<file path="src/rtl/rtc_alarm_pkg.sv">
package rtc_alarm_pkg;

   localparam int unsigned FIELD_W = 7;
   localparam int unsigned N_FIELD = 3;

   // Field positions are fixed by the register layout.
   typedef struct packed {
      logic       hour_en;
      logic       pm;
      logic [5:0] hour;
      logic       min_en;
      logic [6:0] min;
      logic       sec_en;
      logic [6:0] sec;
   } alarm_cfg_t;

   localparam int unsigned CFG_W = $bits(alarm_cfg_t);

   typedef enum logic [0:0] {
      SEL_ALARM  = 1'b0,
      SEL_STATUS = 1'b1
   } reg_sel_e;

endpackage

</file>
<file path="src/rtl/alm_regbank.sv">
module alm_regbank
   import rtc_alarm_pkg::*;
#(
   parameter int unsigned DATA_W = 32
) (
   input  logic              clk,
   input  logic              rst_n,
   input  logic              wr_cfg,
   input  logic [DATA_W-1:0] wdata,
   output alarm_cfg_t        cfg
);

   if (DATA_W < CFG_W) begin : g_width_chk
      $error("alm_regbank: DATA_W too small for alarm word");
   end

   alarm_cfg_t cfg_q;

   always_ff @(posedge clk or negedge rst_n) begin
      if (!rst_n) begin
         cfg_q <= '0;
      end else if (wr_cfg) begin
         cfg_q <= alarm_cfg_t'(wdata[CFG_W-1:0]);
      end
   end

   assign cfg = cfg_q;

endmodule

</file>
<file path="src/rtl/alm_field_cmp.sv">
module alm_field_cmp #(
   parameter int unsigned W = 7
) (
   input  logic         en,
   input  logic [W-1:0] target,
   input  logic [W-1:0] current,
   output logic         hit,
   output logic         used
);

   if (W < 1) begin : g_w_chk
      $error("alm_field_cmp: W must be positive");
   end

   // A disabled field always agrees, so it drops out of the AND.
   assign hit  = !en || (target == current);
   assign used = en;

endmodule

</file>
<file path="src/rtl/alm_event.sv">
module alm_event #(
   parameter bit REG_OUT = 1'b1
) (
   input  logic clk,
   input  logic rst_n,
   input  logic match,
   input  logic clr,
   output logic pulse,
   output logic flag
);

   logic match_prev;
   logic rise;
   logic flag_q;

   assign rise = match && !match_prev;

   always_ff @(posedge clk or negedge rst_n) begin
      if (!rst_n) begin
         match_prev <= 1'b0;
         flag_q     <= 1'b0;
      end else begin
         match_prev <= match;
         // A new event has priority over a clear in the same cycle.
         flag_q     <= rise || (flag_q && !clr);
      end
   end

   if (REG_OUT) begin : g_reg_out
      logic pulse_q;
      always_ff @(posedge clk or negedge rst_n) begin
         if (!rst_n) pulse_q <= 1'b0;
         else        pulse_q <= rise;
      end
      assign pulse = pulse_q;
   end else begin : g_comb_out
      assign pulse = rise;
   end

   assign flag = flag_q;

endmodule

</file>
<file path="src/rtl/rtc_time_alarm.sv">
module rtc_time_alarm
   import rtc_alarm_pkg::*;
#(
   parameter int unsigned DATA_W      = 32,
   parameter int unsigned ADDR_W      = 4,
   parameter int unsigned ALARM_ADDR  = 0,
   parameter int unsigned STATUS_ADDR = 1,
   parameter bit          REG_OUT     = 1'b1
) (
   input  logic              clk,
   input  logic              rst_n,
   input  logic [ADDR_W-1:0] reg_addr,
   input  logic [DATA_W-1:0] reg_wdata,
   input  logic              reg_wen,
   output logic [DATA_W-1:0] reg_rdata,
   input  logic              wr_lock,
   input  logic [6:0]        cur_sec,
   input  logic [6:0]        cur_min,
   input  logic [5:0]        cur_hour,
   input  logic              cur_pm,
   output logic              alarm_pulse,
   output logic              alarm_flag
);

   localparam logic [ADDR_W-1:0] A_ALARM  = ADDR_W'(ALARM_ADDR);
   localparam logic [ADDR_W-1:0] A_STATUS = ADDR_W'(STATUS_ADDR);

   if (ALARM_ADDR == STATUS_ADDR) begin : g_addr_chk
      $error("rtc_time_alarm: register addresses must differ");
   end
   if (ALARM_ADDR >= (1 << ADDR_W) || STATUS_ADDR >= (1 << ADDR_W)) begin : g_range_chk
      $error("rtc_time_alarm: address out of range");
   end

   logic       wr_ok;
   logic       wr_cfg;
   logic       clr_flag;
   alarm_cfg_t cfg_word;

   assign wr_ok    = reg_wen && !wr_lock;
   assign wr_cfg   = wr_ok && (reg_addr == A_ALARM);
   assign clr_flag = wr_ok && (reg_addr == A_STATUS) && reg_wdata[0];

   alm_regbank #(.DATA_W(DATA_W)) u_regs (
      .clk    (clk),
      .rst_n  (rst_n),
      .wr_cfg (wr_cfg),
      .wdata  (reg_wdata),
      .cfg    (cfg_word)
   );

   logic [N_FIELD-1:0][FIELD_W-1:0] tgt;
   logic [N_FIELD-1:0][FIELD_W-1:0] now;
   logic [N_FIELD-1:0]              ena;
   logic [N_FIELD-1:0]              hit;
   logic [N_FIELD-1:0]              used;

   assign tgt[0] = cfg_word.sec;
   assign tgt[1] = cfg_word.min;
   assign tgt[2] = {cfg_word.pm, cfg_word.hour};
   assign now[0] = cur_sec;
   assign now[1] = cur_min;
   assign now[2] = {cur_pm, cur_hour};
   assign ena    = {cfg_word.hour_en, cfg_word.min_en, cfg_word.sec_en};

   for (genvar i = 0; i < N_FIELD; i++) begin : g_field
      alm_field_cmp #(.W(FIELD_W)) u_cmp (
         .en      (ena[i]),
         .target  (tgt[i]),
         .current (now[i]),
         .hit     (hit[i]),
         .used    (used[i])
      );
   end

   logic match;
   assign match = (&hit) && (|used);

   alm_event #(.REG_OUT(REG_OUT)) u_evt (
      .clk   (clk),
      .rst_n (rst_n),
      .match (match),
      .clr   (clr_flag),
      .pulse (alarm_pulse),
      .flag  (alarm_flag)
   );

   always_comb begin
      reg_rdata = '0;
      if (reg_addr == A_ALARM) begin
         reg_rdata[CFG_W-1:0] = cfg_word;
      end else if (reg_addr == A_STATUS) begin
         reg_rdata[0] = alarm_flag;
      end
   end

endmodule

</file>
<file path="config.mk">
export PLATFORM = sky130hd
export DESIGN_NAME = rtc_time_alarm
export DESIGN_NICKNAME = d
export VERILOG_FILES = /design/src/rtl/rtc_alarm_pkg.sv /design/src/rtl/alm_regbank.sv /design/src/rtl/alm_field_cmp.sv /design/src/rtl/alm_event.sv /design/src/rtl/rtc_time_alarm.sv
export SDC_FILE = /design/constraint.sdc
export NUM_CORES = 1
export LEC_CHECK = 0
export ABC_AREA = 1
export ABC_CLOCK_PERIOD_IN_PS = 1900
export BUFFER_PORTS_ARGS = -buffer_cell sky130_fd_sc_hd__buf_2
export CAP_MARGIN = 40
export CORE_MARGIN = 8
export CORE_UTILIZATION = 45
export CTS_BUF_LIST = sky130_fd_sc_hd__clkbuf_16
export CTS_CLUSTER_SIZE = 8
export DETAILED_ROUTE_END_ITERATION = 12
export GPL_TIMING_DRIVEN = 0
export PLACE_DENSITY = 0.78
export SKIP_LAST_GASP = 1
export SYNTH_ARGS = -nofsm -noshare
export SYNTH_HDL_FRONTEND = slang
export SYNTH_SLANG_ARGS = --single-unit
</file>
<file path="constraint.sdc">
create_clock -name clk -period 1.9 [get_ports clk]
set_input_delay 0.38 -clock clk [delete_from_list [all_inputs] [get_ports clk]]
set_output_delay 0.38 -clock clk [all_outputs]
set_load 0.02 [all_outputs]
</file>
Word level (Yosys, flattened, before mapping). Index checks and enable logic that the tools add are counted.

Equality and inequality tests: 4. Multiplexer cells: 3. Reduce and logical (&&, ||, !) cells: 20.

Operators with widths (count): 23-bit 2-to-1 mux (1); 7-bit equality test (3); 1-bit logical AND (7); 1-bit logical NOT (6); 4-bit by 1-bit equality test with 1-bit output, second input constant (1); 4-bit logical NOT (1); 1-bit logical OR (4); 3-bit AND reduction (1); 3-bit OR reduction (1); 1-bit 2-to-1 mux (2).

Output and inout port bits: 34. Bits of input ports: 61. Register bits after elaboration: 27.

Depth between registers and ports, before layout. Gate-level depths: netlist of the first run.

Depth after elaboration: 7. Depth in mapped cells: 10. Mapped depth without buffers: 10.

Modules after synthesis. Synthesis of the first run repeated with hierarchy kept, for this count alone.

Cell total of the unflattened synthesis: 290. Area, all modules: 1881.8 µm².

Modules (own cells, without submodules): alm_regbank (cells an instance 102, area each 974.7 µm², instances 1); alm_field_cmp (cells an instance 35, area each 145.1 µm², instances 3); rtc_time_alarm (cells an instance 74, area each 371.6 µm², instances 1); alm_event (cells an instance 9, area each 100.1 µm², instances 1).

Worst setup path after synthesis of the first run. Ideal clock, no wire load.

Path type: input -> output. Start point: input port reg_addr[1]. End point: output port reg_rdata[10]. Stages on the path: 4. Arrival: 1.088 ns. Slack: 0.432 ns. Cells stage by stage: nor2_1 > nand2_2 > clkbuf_1 > nor2_1.

Cells in the longest elaborated chain, start to end: 2.

RTL lines: from (decl) (RTL line rtc_time_alarm.sv:12) `input logic [ADDR_W-1:0] reg_addr,`; 4-bit logical NOT (RTL line rtc_time_alarm.sv:90) `if (reg_addr == A_ALARM) begin`; 23-bit 2-to-1 mux (RTL line rtc_time_alarm.sv:90); to (decl) (RTL line rtc_time_alarm.sv:15) `output logic [DATA_W-1:0] reg_rdata,`.

No other way between the ends.

Worst setup path in the final report of the first run.
Start point: input port reg_addr[3]. End point: output port reg_rdata[13].

The elaborated chain is that of the path after synthesis.

==> results.py, run 1 <==
metrics = {
    "floorplan": {
        "die_height_um": 77.9,
        "ios": 95,
        "fp.coreArea_mm2": 0.00369,
        "die_w_um": 77.9,
        "design.die.area_mm2": 0.00608,
        "initial_utilization_pct": 46.8,
        "rows": 22,
    },
    "timing": {
        "finClkSkew_ps": 5.16,
        "fmax_mhz": 567,
        "fin_setup_tns_ps": 0,
        "rsz0062_at_grt": "false",
        "slew_violations": 0,
        "max-slew-margin-rel_pct": 58.5,
        "finalCritPeriodShare_pct": 92.7,
        "hold_violations": 0,
        "setup_violations": 0,
        "period_needed_ps": 1760,
        "worst_pin_slew_ps": 623,
    },
    "cells_and_area": {
        "area_delta_synth_final_pct": 32.2,
        "seqCellArea_um2": 676,
        "nets": 387,
        "fin_util_pct": 61.9,
        "num-fill-cells": 361,
        "multiInputGateArea_um2": 795,
        "drive_gt1_share_pct": 39.7,
        "final_common_cell": "buf_2",
        "diodes": 0,
        "layout_common_cells": "buf_2, nand2_1, nor2_1, inv_1, dfrtp_1",
        "stdcell_count": 373,
        "postLayoutCellArea_mm2": 0.00228,
    },
    "cts": {
        "hold_buffers": 0,
        "cts_buffers": 3,
        "cts_tree": "built",
        "cts-resized-gates": 0,
        "clk_pin_slew_ps": 60,
        "cts.sinks": 27,
        "cts-htree-levels": 1,
        "cts_setup_buffers": 0,
        "clock_latency_ps": 260,
        "cts-root-buf": "clkbuf_16",
        "clockBufferDepth": 2,
    },
    "yosys": {
        "netlist_area_mm2": 0.00173,
        "ys_seq_area_share_pct": 39.1,
        "ys_seq_elements": 27,
        "ys_warn_count": 0,
        "avgSynthCellArea_um2": 7.32,
        "synthMuxAreaShare_pct": 0.870,
        "synth_fa_ha_area_share_pct": 0,
        "yosys.area.top_type_share_pct": 39.1,
        "synth_compound_area_share_pct": 13.1,
        "synth_xor_area_share_pct": 4.06,
        "synth_top_area_cell": "dfrtp_1",
        "synth.area.top_cells": "dfrtp_1, a21oi_2, nand2_1",
        "synthSimpleGateAreaFrac_pct": 26.2,
        "synth_top_family_by_area": "simple AND/OR/NAND/NOR gates",
        "synth_cells": 236,
        "ys_types": 22,
    },
    "worst_setup_path": {
        "crit_type": "input pin to output port",
        "slowest_delay_ps": 270,
        "path_common_cell": "buf_2",
        "path_buf_inv": 3,
        "reg2reg_slack_ps": 720,
        "arrival_ps": 1380,
        "endpoint_kind": "output port",
        "rr_worst_depth": 9,
        "startpoint_type": "input pin",
        "worstPathCellList": "buf_2 -> nor2_2 -> nand2_2 -> clkbuf_1 -> nor2_1 -> buf_2",
        "slowest_stage": "clkbuf_1",
        "crit_path_max_fanout": 10,
        "timing.rr.end": "u_evt.flag$_DFF_PN0_",
        "cp_top_family": "buffers and inverters",
        "cp.required_ps": 1520,
        "timing.rr.start": "u_regs.cfg[21]$_DFFE_PN0P_",
    },
    "power": {
        "powerDensity_mw_per_mm2": 739,
        "combinationalPowerShare_pct": 28.4,
        "leakagePower_uw": 0.00144,
        "swShare_pct": 30.8,
        "p_int_uw": 1170,
        "pwr-share-seq_pct": 43.9,
        "pwr-share-clk_pct": 27.7,
        "irDropWorstVdd_v": 0.000485,
        "switchingPower_uw": 520,
        "finalPower_uw": 1690,
    },
    "placement": {
        "place.port_buffers": 78,
        "dpl.hpwl_mm": 3.62,
        "place_congestion": 0.778,
        "place_area_mm2": 0.00220,
        "dpl.cell_count": 369,
    },
    "route": {
        "ant_nets": 0,
        "viasPerCell": 4.35,
        "first_pass_iters": 4,
        "wire_per_inst_um": 11.8,
        "postRouteWirelength_mm": 4.38,
        "initialDrtViolationCount": 54,
        "drc": 0,
        "vias": 1621,
    },
    "grt": {
        "grt_util_all_layers_pct": 14.8,
        "grt_max_degree": 28,
        "grt_pass1_vias": 1713,
        "grt_pass1_wl_mm": 7.47,
        "gr-total-overflow": 0,
        "antenna_found_initial": 0,
    },
    "outcome": {
        "run_status": "finished, final reports clean",
    },
    "run": {
        "max_cap_violations": 0,
    },
    "min_path": {
        "hold_path.class": "input pin to asynchronous set/reset pin",
    },
}
worst max-delay path by stage:
stage                      startpoint            end  slack [ps]  cells after the start
after floorplan           reg_addr[1]  reg_rdata[10]         430                      4
after global placement    reg_addr[3]  reg_rdata[13]         140                      6
after detailed placement  reg_addr[3]  reg_rdata[13]         140                      6
after CTS                 reg_addr[3]  reg_rdata[13]         140                      6
after global routing      reg_addr[3]  reg_rdata[13]          10                      6
final                     reg_addr[3]  reg_rdata[13]         140                      6
flip-flops by register name, summed over array words and instances (netlist names):
signal            cells
u_regs.cfg           24
u_evt.flag            1
u_evt.match_prev      1
u_evt.pulse           1
power by group through the flow:
stage	logic (µW)	clock network (µW)	registers [µW]
6_report	479	468	740
3_3_place_gp	471	0	747
3_5_place_dp	483	0	752
2_1_floorplan	333	0	753
5_1_grt	546	499	755
4_1_cts	484	478	742
Yosys cell counts:
library cell	number
a21oi_2	23
dfrtp_1	27
nand4_1	1
clkbuf_1	2
o21ai_0	3
nand2_1	51
nand2_2	1
mux2_4	1
nand3_1	3
inv_2	2
buf_2	1
xor2_1	3
buf_6	4
nor2_2	8
inv_1	42
a21oi_1	1
xnor2_1	5
buf_4	8
o21ai_1	1
conb_1	1
nand3b_1	1
nor2_1	47
layout make-up:
class	instances	area share, %
buffer	15	5.15
clock buffer	3	3.29
clock inverter	1	0.164
inverter	44	7.24
multi-input combinational	157	34.8
sequential	27	29.6
tap	48	2.63
timing repair buffer	78	17.1
stage by stage:
stage / hold slack, ps / worst slack (ps)
floorplan: 84.4 / 432
detailed placement: 428 / 140
CTS: 151 / 138
finish: 136 / 138
global route: 180 / 9.92
global placement: 426 / 142
logic make-up (layout without fill, tap and decap cells):
group,Yosys count,in the layout
compound gates,28,28
xor+xnor,8,8
mux,1,1
simple gates,112,112
buf+inv,59,141
flops,27,27
other cells,1,8
per-layer routing:
layer,track usage [%],part of all wire [%]
met4,2.78,0.62
met2,26.1,49
met3,6.57,9.8
met1,16.0,41
met5,0,0
(Power assumes the default switching activity.)
==> inputs of run 2 (changes only) <==
--- a/config.mk
+++ b/config.mk
@@ -15,7 +15,7 @@
 export CTS_CLUSTER_SIZE = 8
 export DETAILED_ROUTE_END_ITERATION = 12
 export GPL_TIMING_DRIVEN = 0
-export PLACE_DENSITY = 0.78
+export PLACE_DENSITY = 0.81
 export SKIP_LAST_GASP = 1
 export SYNTH_ARGS = -nofsm -noshare
 export SYNTH_HDL_FRONTEND = slang
==> run 2 against run 1 <==
Effect of this change: critical path type unchanged; total power is 1.5% higher; combinational power grew 0.8%; count of clock-buffer cells in the layout did not move; global-route usage is 0.90 points higher; final cell count unchanged; largest power group unchanged; via count rose by 1.9%.
==> results.py, run 2 (synthesis gave the netlist of run 1 again) <==
metrics = {
    "outcome": {
        "run_status": "finished, final reports clean",
    },
    "cts": {
        "hold_buffers": 0,
        "cts-root-buf": "clkbuf_16",
        "cts_buffers": 3,
        "clock_latency_ps": 260,
        "clk_pin_slew_ps": 70,
        "cts-htree-levels": 1,
        "cts.sinks": 27,
        "clockBufferDepth": 2,
        "cts_tree": "built",
        "cts-resized-gates": 0,
        "cts_setup_buffers": 0,
    },
    "grt": {
        "grt_pass1_wl_mm": 7.99,
        "grt_pass1_vias": 1814,
        "antenna_found_initial": 0,
        "grt_max_degree": 28,
        "grt_util_all_layers_pct": 15.7,
        "gr-total-overflow": 0,
    },
    "worst_setup_path": {
        "rr_worst_depth": 9,
        "reg2reg_slack_ps": 710,
        "worstSetupStartpoint": "reg_addr[1]",
        "cp.required_ps": 1520,
        "timing.rr.end": "u_evt.flag$_DFF_PN0_",
        "timing.rr.start": "u_regs.cfg[21]$_DFFE_PN0P_",
        "cp-endpoint": "reg_rdata[13]",
        "crit_path_max_fanout": 10,
        "arrival_ps": 1370,
        "crit_type": "input pin to output port",
        "endpoint_kind": "output port",
        "startpoint_type": "input pin",
    },
    "floorplan": {
        "ios": 95,
        "die_height_um": 77.9,
        "die_w_um": 77.9,
        "initial_utilization_pct": 46.8,
        "rows": 22,
        "design.die.area_mm2": 0.00608,
        "fp.coreArea_mm2": 0.00369,
    },
    "run": {
        "max_cap_violations": 0,
    },
    "power": {
        "leakagePower_uw": 0.00144,
        "irDropWorstVdd_v": 0.000471,
        "powerDensity_mw_per_mm2": 749,
    },
    "timing": {
        "finalCritPeriodShare_pct": 92.3,
        "fin_setup_tns_ps": 0,
        "slew_violations": 0,
        "max-slew-margin-rel_pct": 58.7,
        "finClkSkew_ps": 3.91,
        "rsz0062_at_grt": "false",
        "worst_pin_slew_ps": 619,
        "hold_violations": 0,
        "period_needed_ps": 1750,
        "fmax_mhz": 570,
        "setup_violations": 0,
    },
    "route": {
        "ant_nets": 0,
        "viasPerCell": 4.43,
        "initialDrtViolationCount": 44,
        "wire_per_inst_um": 12.2,
        "drc": 0,
        "first_pass_iters": 4,
        "vias": 1652,
        "postRouteWirelength_mm": 4.55,
    },
    "placement": {
        "place.port_buffers": 78,
        "place_area_mm2": 0.00220,
        "place_congestion": 0.771,
        "dpl.hpwl_mm": 3.69,
    },
    "cells_and_area": {
        "largest_reg_flops": 24,
        "drive_gt1_share_pct": 40.0,
        "diodes": 0,
        "area_delta_synth_final_pct": 32.4,
        "nets": 387,
        "final_common_cell": "buf_2",
        "postLayoutCellArea_mm2": 0.00229,
        "layout_common_cells": "buf_2, nand2_1, nor2_1, inv_1, dfrtp_1",
    },
    "min_path": {
        "hold_path.class": "input pin to asynchronous set/reset pin",
    },
}
run 2: layout make-up:
type	instances	area (µm²)
Tap cell	48	60.1
Sequential cell	27	676
Multi-Input combinational cell	157	795
Inverter	44	165
Timing Repair Buffer	78	390
Fill cell	373	1400
Clock buffer	3	75.1
Clock inverter	1	7.51
Buffer	15	118
run 2: worst min-delay path by stage:
stage / to / depth (start not counted)
finish: u_evt.flag$_DFF_PN0_ / 1
global placement: u_regs.cfg[1]$_DFFE_PN0P_ / 1
detailed placement: u_evt.flag$_DFF_PN0_ / 1
floorplan: u_evt.flag$_DFF_PN0_ / 0
CTS: u_evt.flag$_DFF_PN0_ / 1
global route: u_evt.flag$_DFF_PN0_ / 1
run 2: power by group:
part / leakage (µW) / internal, µW / switching [µW] / total, µW
sequential: 0.000288 / 680 / 62.0 / 742
clock: 0.0000371 / 286 / 201 / 487
combinational: 0.00111 / 206 / 277 / 483
total: 0.00144 / 1170 / 540 / 1710
run 2: metrics by stage:
| stage | power (µW) | cells | hold WS [ps] | util (%) | setup WS [ps] |
|---|---|---|---|---|---|
| final | 1710 | 373 | 126 | 62.0 | 146 |
| after global routing | 1830 | 373 | 162 | 62.0 | 40.2 |
| after CTS | 1720 | 373 | 146 | 62.0 | 127 |
| after detailed placement | 1240 | 369 | 428 | 59.7 | 134 |
| after global placement | 1220 | 369 | 429 | 59.7 | 133 |
| after floorplan | 1090 | 243 | 84.4 | - | 432 |
run 2: metal layers:
metal	wire length [µm]	share of wire [%]	global-route usage [%]
met5	0	0	0
met4	18	0.40	2.78
met3	454	10	7.03
met2	2180	48	28.2
met1	1890	42	16.7
run 2: worst max-delay path: stages:
cell and delay [ps]:
buf_2 100, nor2_1 120, nand2_2 130, clkbuf_1 260, nor2_1 180, buf_2 190
